<file path="src/rtl/urx_pkg.sv">
package urx_pkg;
    localparam int WORD_W = 9;

    typedef enum logic [2:0] {
        ST_IDLE,
        ST_START,
        ST_DATA,
        ST_PAR,
        ST_STOP
    } rx_state_t;

    localparam logic [1:0] PAR_EVEN = 2'b01;
    localparam logic [1:0] PAR_ODD  = 2'b10;
    localparam logic [1:0] LEN_7    = 2'b01;
    localparam logic [1:0] LEN_9    = 2'b10;
endpackage

</file>
<file path="src/rtl/urx_sync.sv">
module urx_sync #(
    parameter int STAGES = 2
) (
    input  logic clk,
    input  logic rst_n,
    input  logic d,
    output logic q
);
    logic [STAGES-1:0] ff;

    // line idles high, so reset the chain to 1
    always_ff @(posedge clk or negedge rst_n) begin
        if (!rst_n) ff <= '1;
        else        ff <= {ff[STAGES-2:0], d};
    end

    assign q = ff[STAGES-1];
endmodule

</file>
<file path="src/rtl/urx_frame_fsm.sv">
module urx_frame_fsm
    import urx_pkg::*;
#(
    parameter int OVS = 16
) (
    input  logic              clk,
    input  logic              rst_n,
    input  logic              enable,
    input  logic              rx_s,
    input  logic              tick,
    input  logic [1:0]        len_sel,
    input  logic [1:0]        par_mode,
    output logic              done,
    output logic [WORD_W-1:0] word,
    output logic              par_bad,
    output logic              stop_bad
);
    localparam int CW   = $clog2(OVS);
    localparam int HALF = OVS / 2;
    localparam int BW   = $clog2(WORD_W + 1);

    rx_state_t         state, nxt;
    logic [CW-1:0]     cnt;
    logic [BW-1:0]     bit_i, nbits;
    logic [WORD_W-1:0] sreg;
    logic              par_on, par_odd, par_smp;
    logic              bit_end, mid_end, last_bit;

    always_comb begin
        unique case (len_sel)
            LEN_7:   nbits = BW'(7);
            LEN_9:   nbits = BW'(9);
            default: nbits = BW'(8);
        endcase
    end

    assign par_on   = (par_mode == PAR_EVEN) || (par_mode == PAR_ODD);
    assign par_odd  = (par_mode == PAR_ODD);
    assign bit_end  = tick && (cnt == CW'(OVS - 1));
    assign mid_end  = tick && (cnt == CW'(HALF - 1));
    assign last_bit = (bit_i == nbits - 1'b1);
    assign word     = sreg;

    // state register
    always_ff @(posedge clk or negedge rst_n) begin
        if (!rst_n) state <= ST_IDLE;
        else        state <= nxt;
    end

    // transitions
    always_comb begin
        nxt = state;
        unique case (state)
            ST_IDLE:  if (tick && !rx_s) nxt = ST_START;
            ST_START: if (mid_end) nxt = rx_s ? ST_IDLE : ST_DATA;
            ST_DATA:  if (bit_end && last_bit) nxt = par_on ? ST_PAR : ST_STOP;
            ST_PAR:   if (bit_end) nxt = ST_STOP;
            ST_STOP:  if (bit_end) nxt = ST_IDLE;
            default:  nxt = ST_IDLE;
        endcase
        if (!enable) nxt = ST_IDLE;
    end

    // datapath and outputs
    always_ff @(posedge clk or negedge rst_n) begin
        if (!rst_n) begin
            cnt      <= '0;
            bit_i    <= '0;
            sreg     <= '0;
            par_smp  <= 1'b0;
            done     <= 1'b0;
            par_bad  <= 1'b0;
            stop_bad <= 1'b0;
        end else begin
            done <= 1'b0;
            unique case (state)
                ST_IDLE: begin
                    cnt   <= '0;
                    bit_i <= '0;
                    if (nxt == ST_START) sreg <= '0;
                end
                ST_START: begin
                    if (tick) cnt <= mid_end ? '0 : cnt + 1'b1;
                end
                ST_DATA: begin
                    if (bit_end) begin
                        cnt         <= '0;
                        sreg[bit_i] <= rx_s;
                        bit_i       <= bit_i + 1'b1;
                    end else if (tick) begin
                        cnt <= cnt + 1'b1;
                    end
                end
                ST_PAR: begin
                    if (bit_end) begin
                        cnt     <= '0;
                        par_smp <= rx_s;
                    end else if (tick) begin
                        cnt <= cnt + 1'b1;
                    end
                end
                ST_STOP: begin
                    if (bit_end) begin
                        cnt      <= '0;
                        done     <= enable;
                        stop_bad <= ~rx_s;
                        par_bad  <= par_on & (par_smp ^ (^sreg) ^ par_odd);
                    end else if (tick) begin
                        cnt <= cnt + 1'b1;
                    end
                end
                default: cnt <= '0;
            endcase
        end
    end
endmodule

</file>
<file path="src/rtl/urx_hold.sv">
module urx_hold
    import urx_pkg::*;
(
    input  logic              clk,
    input  logic              rst_n,
    input  logic              rx_en,
    input  logic              irq_en,
    input  logic              done,
    input  logic [WORD_W-1:0] word,
    input  logic              par_bad,
    input  logic              stop_bad,
    input  logic              rd_lo,
    input  logic              rd_hi,
    input  logic              err_clr,
    output logic [WORD_W-1:0] data_q,
    output logic              ovr,
    output logic              per,
    output logic              fer,
    output logic              rxi,
    output logic              eri,
    output logic              rts_n
);
    logic full, hi_only, consume, room, bad;

    // a high-part read on its own never releases the word
    assign hi_only = rd_hi & ~rd_lo;
    assign consume = rd_lo & ~hi_only;
    assign room    = ~full | consume;
    assign bad     = par_bad | stop_bad;

    always_ff @(posedge clk or negedge rst_n) begin
        if (!rst_n) begin
            data_q <= '0;
            full   <= 1'b0;
            ovr    <= 1'b0;
            per    <= 1'b0;
            fer    <= 1'b0;
            rxi    <= 1'b0;
            eri    <= 1'b0;
        end else begin
            rxi <= 1'b0;
            eri <= 1'b0;
            if (err_clr) begin
                ovr <= 1'b0;
                per <= 1'b0;
                fer <= 1'b0;
            end
            if (done && !room) begin
                ovr <= 1'b1;
                eri <= irq_en;
            end else if (done) begin
                data_q <= word;
                full   <= 1'b1;
                if (par_bad)  per <= 1'b1;
                if (stop_bad) fer <= 1'b1;
                rxi <= irq_en & ~bad;
                eri <= irq_en & bad;
            end else if (consume) begin
                full <= 1'b0;
            end
        end
    end

    assign rts_n = ~rx_en | full;
endmodule

</file>
<file path="src/rtl/uart_rx_rts.sv">
module uart_rx_rts
    import urx_pkg::*;
#(
    parameter int OVS         = 16,
    parameter int SYNC_STAGES = 2
) (
    input  logic       clk,
    input  logic       rst_n,
    input  logic       rx_line,
    input  logic       rx_en,
    input  logic       irq_en,
    input  logic [1:0] par_mode,
    input  logic [1:0] len_sel,
    input  logic       tick,
    input  logic       rd_lo,
    input  logic       rd_hi,
    input  logic       err_clr,
    output logic [7:0] rdata_lo,
    output logic       rdata_hi,
    output logic       ovr_flag,
    output logic       par_flag,
    output logic       frm_flag,
    output logic       rxi_pulse,
    output logic       eri_pulse,
    output logic       rts_n
);
    logic              rx_s, done, par_bad, stop_bad;
    logic [WORD_W-1:0] word, data_q;

    urx_sync #(.STAGES(SYNC_STAGES)) u_sync (
        .clk   (clk),
        .rst_n (rst_n),
        .d     (rx_line),
        .q     (rx_s)
    );

    urx_frame_fsm #(.OVS(OVS)) u_fsm (
        .clk      (clk),
        .rst_n    (rst_n),
        .enable   (rx_en),
        .rx_s     (rx_s),
        .tick     (tick),
        .len_sel  (len_sel),
        .par_mode (par_mode),
        .done     (done),
        .word     (word),
        .par_bad  (par_bad),
        .stop_bad (stop_bad)
    );

    urx_hold u_hold (
        .clk      (clk),
        .rst_n    (rst_n),
        .rx_en    (rx_en),
        .irq_en   (irq_en),
        .done     (done),
        .word     (word),
        .par_bad  (par_bad),
        .stop_bad (stop_bad),
        .rd_lo    (rd_lo),
        .rd_hi    (rd_hi),
        .err_clr  (err_clr),
        .data_q   (data_q),
        .ovr      (ovr_flag),
        .per      (par_flag),
        .fer      (frm_flag),
        .rxi      (rxi_pulse),
        .eri      (eri_pulse),
        .rts_n    (rts_n)
    );

    assign rdata_lo = data_q[7:0];
    assign rdata_hi = data_q[8];
endmodule

</file>
<file path="config.mk">
export PLATFORM = sky130hd
export DESIGN_NAME = uart_rx_rts
export DESIGN_NICKNAME = d
export VERILOG_FILES = /design/src/rtl/urx_pkg.sv /design/src/rtl/urx_sync.sv /design/src/rtl/urx_frame_fsm.sv /design/src/rtl/urx_hold.sv /design/src/rtl/uart_rx_rts.sv
export SDC_FILE = /design/constraint.sdc
export NUM_CORES = 1
export LEC_CHECK = 0
export BUFFER_PORTS_ARGS = -buffer_cell sky130_fd_sc_hd__buf_2
export CORE_ASPECT_RATIO = 1.25
export CORE_MARGIN = 3
export CORE_UTILIZATION = 59
export CTS_BUF_LIST = sky130_fd_sc_hd__clkbuf_4 sky130_fd_sc_hd__clkbuf_8 sky130_fd_sc_hd__clkbuf_16
export DETAILED_ROUTE_END_ITERATION = 12
export GPL_ROUTABILITY_DRIVEN = 0
export GPL_TIMING_DRIVEN = 0
export PLACE_DENSITY = 0.78
export SLEW_MARGIN = 25
export SYNTH_ARGS = -nofsm -noshare
export SYNTH_HDL_FRONTEND = slang
export SYNTH_HIERARCHICAL = 1
export SYNTH_SLANG_ARGS = --single-unit
export TNS_END_PERCENT = 100
</file>
<file path="constraint.sdc">
create_clock -name clk -period 2.8 [get_ports clk]
set_clock_uncertainty 0.1 [all_clocks]
set_input_delay 0.14 -clock clk [delete_from_list [all_inputs] [get_ports clk]]
set_output_delay 0.14 -clock clk [all_outputs]
set_load 0.03 [all_outputs]
</file>
==> summary.md, run 1 <==
| Metric | Value |
|---|---|
| Outcome | complete, no violations |
| Final Setup Violations | 0 |
| Worst hold slack | 17.8 ps |
| Total die area | around 4600 sq um |
| Clock-pin slew on the worst setup and hold paths | 80 ps |
| Origin of the critical flop-to-flop path | u_fsm/state[2] |
| Layout cell share with drive strength beyond 1 | 25.8% |
| Core ar. | between 3000 and 4000 sq um |
| Type of origin of the critical path | flip-flop |
| Site Rows | 24 |
| Number of port buffers | 26 |
| Cell Area, Synth | around 2200 sq um |
| Starting Density | 62.9% |
| CP max FO | 10 |
| Async set-reset flop share out of synthesis | 100% |
| CP delay by family, top | buffers and inverters |
| Vias in the first global route | 1650 |
| Root Driver | clkbuf_8 |
| Post-synth EDFFs | 0 |
| Boundary Pins | 28 |
| Synthesis Warnings | 6 |
| Final hold viol count | 0 |
| Hpwl dp | 3280 um |
| GRT Residual Overflow | 0 |
| HP Class | in -> reg |
| Clock Path Buffers | 2 |
| Syn nets | 227 |
| N_diodes | 0 |
| Area growth, synth to finish | 13.6% |
| Setup CP Type | reg -> reg |
| First-pass GRT wire length | approximately 7400 um |
| R2r setup slk | 1060 ps |
| P_leak | ~1.2 nW |
| Fillers | 281 |
| Die Y | 75 um |
| Fmax | 0.574 GHz |
| Worst Path Buf+Inv | 2 |
| Post-CTS Setup Inserts | 0 |
| Drc violations | 0 |
| RSZ-0062 raised after global routing | false |
| Worst-margin pin slew | 889 ps |
| All-Layer GR Usage | between 20% and 30% |
| Pwr Total | 1.04 mW |
| Seq/Total Area, Yosys | 45.8% |
| Detail Route Antenna Nets | 0 |
| Antenna violations before repair | 0 |
| Die Width | roughly 61 um |
| Number of CTS-inserted buffers | 5 |
| #FFs+latches synth | between 40 and 50 |
| Crit path time final | 1740 ps |
| Via count | around 1700 |
| Worst skew pair latency | 300 ps |
| Vias per inst | 5.90 |
| Hold Path End | u_fsm/state[2] |
| Max_slew headroom | 40.7% |
| Syn Area/Cell | around 11 sq um |
| Clk sink count | slightly above 40 |
| Detailed Route WL | about 4400 um |
| DR pass1 iterations | 4 |
| Most used flip-flop cell after synthesis | dfrtp_1 |
| Worst Hold Depth | 3 |
| Cell variety after synth | 50 |
| Crit path required time | between 2000 and 3000 ps |
| Clock H-tree levels | 2 |
| Hold Startpoint | rx_en |
| Cell count after synthesis | approximately 210 |
| R2R depth | 5 |
| CTS tree | built |
| Crit path DAT | 1830 ps |
| Synth area leader | dfrtp_1 |
| Critical-path cell list | buf_2 -> nor2_1 -> clkbuf_1 -> nand3_1 -> a32o_1 |
| # nets final | 264 |
| FF-to-FF End | u_fsm/word[8] |
| Area contributors post-synth | dfrtp_1, mux2_2, ha_1, nand3_1, a22o_1 |
| Routed len/inst | 15.5 um |
| Share of the synthesized area in the top cell type | 43.4% |
| Max rail drop VDD | 0.205 mV |
| Final period utilization | just over 60% |
| Max_cap viols | 0 |
| CP endpoint kind | flip-flop |
| Final core utilization | 71.4% |
| Fin Setup TNS | 0 ps |
| CP max-delay cell | dfrtp_1 |
| Power Dens Cells | 408 nW/um^2 |
| CP max stage delay | 420 ps |
| Slew Limit Fails | 0 |
| Largest net degree at the start of global routing | 42 |
| Initial DRC Count | 72 |
kinds of logic after synthesis:
| group | share of synthesized area, % |
|---|---|
| and+or+nand+nor | 19.5 |
| AOI/OAI and AO/OA | 15.0 |
| DFF | 45.8 |
| buffers and inverters | 3.79 |
| xor gates and xnor gates | 6.07 |
| muxes | 5.40 |
| adders and majority gates | 4.45 |
cells in the mapped netlist (all sizes together) (2+ instances only):
cell type	count
a21o	9
a21oi	9
a22o	8
a311o	2
buf	7
dfrtp	39
dfstp	2
ha	8
inv	10
mux2	9
mux2i	2
nand2	10
nand2b	6
nand3	16
nand4	3
nand4b	3
nor2	12
nor2b	2
nor3b	3
o211ai	2
o21ai	11
o22ai	2
or3b	2
xnor2	8
xor2	5
worst max-delay path by stage:
stage	startpoint	end	slack (ps)	depth (start not counted)
after floorplan	u_fsm/cnt[0]	u_fsm/word[3]	1250	5
after global placement	u_fsm/cnt[0]	u_fsm/word[7]	1110	5
after detailed placement	u_fsm/state[2]	u_fsm/word[2]	1070	5
after CTS	u_fsm/cnt[0]	u_fsm/word[3]	1050	5
after global routing	u_fsm/cnt[0]	u_fsm/word[3]	920	5
final	u_fsm/state[2]	u_fsm/word[8]	1060	5
per-layer routing:
metal	GRT usage, %	vias up	share of wire [%]
met5	0	-	0
met4	7.47	0	1.4
met3	4.29	8	4.0
met2	37.5	41	53
met1	25.9	810	42
li1	-	812	-
cell usage in the layout (no fill, tap or decap), types with 9 or more instances in the layout:
cell type and n:
nand2_1 9, nor2_1 12, mux2_2 9, dfrtp_1 39
inv_1 10, a21oi_1 9, buf_2 31, nand3_1 15
a21o_1 9
state kept, by name, indices dropped and copies added (netlist names), 2 cells and up:
name	cells
u_fsm/bit_i	4
u_sync/ff	2
u_hold/data_q	9
u_fsm/cnt	4
u_fsm/state	3
u_fsm/word	9
final cells by class:
| cell class | count | area, sq um | share of cell area [%] |
|---|---|---|---|
| timing repair buffer | 30 | 170 | 6.67 |
| inverter | 10 | 37.5 | 1.47 |
| multi-input combinational | 147 | 1130 | 44.4 |
| buffer | 8 | 47.5 | 1.86 |
| clock inverter | 3 | 17.5 | 0.686 |
| clock buffer | 5 | 68.8 | 2.70 |
| sequential | 41 | 1030 | 40.3 |
| tap | 39 | 48.8 | 1.91 |
stage by stage:
| stage | setup slack (ps) | cell area, sq um | instances |
|---|---|---|---|
| 5_1_grt | 918 | 2550 | 283 |
| 4_1_cts | 1050 | 2550 | 283 |
| 3_5_place_dp | 1070 | 2430 | 271 |
| 3_3_place_gp | 1110 | 2430 | 271 |
| 6_report | 1060 | 2550 | 283 |
| 2_1_floorplan | 1250 | 2250 | 206 |
repair_timing:
item | CTS | global route
hold buffers | 4 | 0
endpoints found under the hold margin | 44 | 0
gates resized for setup | 0 | 0
worst register-to-register path, cell delays in order (launching register included):
cell      delay (ps)
dfrtp_1          420
buf_2            200
nor2_1           200
clkbuf_1         370
nand3_1          120
a32o_1           220
report_power, final:
part	leakage (nW)	switching (mW)	total, mW	internal [mW]
Combinational	0.617	0.0423	0.0691	0.0268
Clock	0.0439	0.204	0.376	0.172
Sequential	0.565	0.00203	0.598	0.596
No activity file was read; power rests on OpenSTA's default activity.
==> inputs of run 2 (changes only) <==
- CORE_UTILIZATION: 59 -> 52
- PLACE_DENSITY: 0.78 -> 0.73
- clock period: 2.8 -> 1.55 ns (I/O delays scaled with it)
==> run 2 against run 1 <==
  * The run now ends with negative setup slack left
  * Core utilization shrank 2.3 points
  * Final cell count grew 11%
  * Clock-buffer cell count grew 1
  * Register-to-register slack lost 1100 ps
  * Wire length grew 5.1%
  * Hold slack gained 79 ps
  * Maximum frequency grew 9.5%
==> summary.md, run 2 (synthesis results as in run 1) <==
| Metric | Value |
|---|---|
| Outcome | finished, violations left |
| Failing checks | negative setup slack |
| Via count | 1748 (+4.6%) |
| Clock H-tree levels | 2 (unchanged) |
| Worst Hold Depth | 3 (unchanged) |
| RSZ-0062 raised after global routing | true |
| # nets final | 279 (+5.7%) |
| P_leak | 1.32 nW (+7.4%) |
| Most common cell after layout, fill and taps aside | dfrtp_1 |
| First-pass GRT wire length | 7600 um (+3.2%) |
| Crit path time final | 1590 ps (-152 ps) |
| Max_slew headroom | 39.8% (-0.97 points) |
| Max_cap viols | 0 (unchanged) |
| Number of port buffers | 26 (unchanged) |
| FF-to-FF End | u_fsm/word[3] |
| Root Driver | clkbuf_8 |
| Clk sink count | 41 (unchanged) |
| Clock Path Buffers | 2 (unchanged) |
| Hpwl dp | 2920 um (-11%) |
| Number of CTS-inserted buffers | 5 (unchanged) |
| Fin Setup TNS | -144 ps (-144 ps) |
| Initial DRC Count | 123 (+71%) |
| R2R depth | 5 (unchanged) |
| Setup CP Type | reg -> reg |
| Antenna violations before repair | 0 (unchanged) |
| Detail Route Antenna Nets | 0 (unchanged) |
| Worst-margin pin slew | 903 ps (+14.5 ps) |
| Vias in the first global route | 1632 (-1.1%) |
| Slew Limit Fails | 0 (unchanged) |
| GRT Residual Overflow | 0 (unchanged) |
| Final Setup Violations | 9 (+9) |
| CTS tree | built |
| Boundary Pins | 28 (unchanged) |
| Worst setup margin | -39.6 ps (-1100 ps) |
| R2r setup slk | -40 ps (-1100 ps) |
| DR pass1 iterations | 5 (+1) |
| Vias per inst | 5.55 (-6.0%) |
| Largest net degree at the start of global routing | 42 (unchanged) |
| Layout cell share with drive strength beyond 1 | 35.9% (+10 points) |
| Core ar. | 4130 sq um (+16%) |
| Die Y | 79.5 um (+6.0%) |
| All-Layer GR Usage | 19.0% (-2.4 points) |
| Total die area | 5150 sq um (+12%) |
| Routed len/inst | 14.6 um (-5.5%) |
| Most frequent cells in the layout | dfrtp_1, buf_2, nand3_1 |
| Worst skew pair latency | 300 ps (about the same) |
| HP Class | in -> reg |
| Drc violations | 0 (unchanged) |
| Area growth, synth to finish | 27.0% |
| Pwr Total | 2.13 mW (+100%) |
| Fmax | 0.629 GHz (+9.5%) |
| Site Rows | 26 (+8.3%) |
| CP endpoint kind | flip-flop |
| N_diodes | 0 (unchanged) |
| Max rail drop VDD | 0.567 mV (+180%) |
| Crit path DAT | 1690 ps (-140 ps) |
| Final hold viol count | 0 (unchanged) |
| Hold Startpoint | par_mode[1] |
| Clock-pin slew on the worst setup and hold paths | 80 ps (about the same) |
| Final period utilization | 103% (+40 points) |
| CP max FO | 7 (-3) |
| Starting Density | 54.4% (-8.5 points) |
| Detailed Route WL | 4600 um (+5.1%) |
| Origin of the critical flop-to-flop path | u_fsm/cnt[1] |
| Type of origin of the critical path | flip-flop |
| Hold Path End | u_fsm/par_bad |
| Power Dens Cells | 747 nW/um^2 (+83%) |
| Crit path required time | 1650 ps (-1240 ps) |
| Die Width | 64.8 um (+5.9%) |
==> run 2: cell types whose count changed in the layout (fill, tap and decap cells not counted), sizes merged <==
cell         previous run  this run
buf                    33        45
bufinv                  0         1
clkbuf                  6         7
clkinv                  2         0
clkinvlp                1         2
dlygate4sd3             4         6
inv                    10         9
o21ai                  11        12
==> run 2: worst max-delay path by stage <==
stage	startpoint	end	slack [ps]	cells after the start
after floorplan	u_fsm/cnt[0]	u_fsm/word[3]	0.6	5
after global placement	u_fsm/state[2]	u_fsm/word[8]	-160	5
after detailed placement	u_fsm/state[2]	u_fsm/word[8]	-170	5
after CTS	u_fsm/cnt[1]	u_fsm/word[5]	-10	5
after global routing	u_fsm/cnt[1]	u_fsm/word[3]	-90	5
final	u_fsm/cnt[1]	u_fsm/word[3]	-40	5
==> run 2: per-layer routing <==
layer	vias to the layer above	wire length (um)	track usage, %
met5	-	0	0
met4	0	93	8.03
met3	9	169	3.66
li1	856	-	-
met2	36	2320	31.8
met1	847	2010	23.9
==> run 2: per-stage QoR <==
stage | cell area [sq um] | hold slack, ps | setup slack (ps) | instances | utilization [%]
6_report | 2850 | 96.3 | -39.6 | 315 | 69.1
5_1_grt | 2850 | 112 | -93.9 | 315 | 69.1
4_1_cts | 2760 | 93.8 | -13.9 | 310 | 66.8
3_5_place_dp | 2450 | 84.0 | -175 | 288 | 59.3
3_3_place_gp | 2450 | 83.1 | -159 | 288 | 59.3
2_1_floorplan | 2250 | -318 | 0.631 | 206 | -
==> run 2: power breakdown <==
part	leakage [nW]	total [mW]	switching, mW	internal [mW]
Clock	0.0574	0.905	0.382	0.523
Sequential	0.562	1.08	0.00539	1.08
Combinational	0.697	0.144	0.0858	0.0586
==> run 2: worst max-delay path: stages (launching register included) <==
cell and delay (ps):
dfrtp_1 390, ha_4 180, nand4_4 200, o21ai_4 260, nand3_1 120, a22o_1 230
==> run 2: area by class of cell <==
cell class | count | area [sq um]
plain buffers | 8 | 70.1
clock buffers | 6 | 82.6
clock inverters | 2 | 37.5
fillers | 320 | 1280
inverters | 10 | 41.3
multi-input cells | 148 | 1230
flip-flops and latches | 41 | 1030
well taps | 56 | 70.1
repair buffers | 44 | 288
==> run 2: repair_timing <==
action	in CTS	in global routing
setup endpoints to repair	13	21
buffers inserted	7	5
gates cloned	1	0
endpoints found under the hold margin	49	0
pin swaps	14	14
hold buffers	6	0
gates resized for setup	17	17
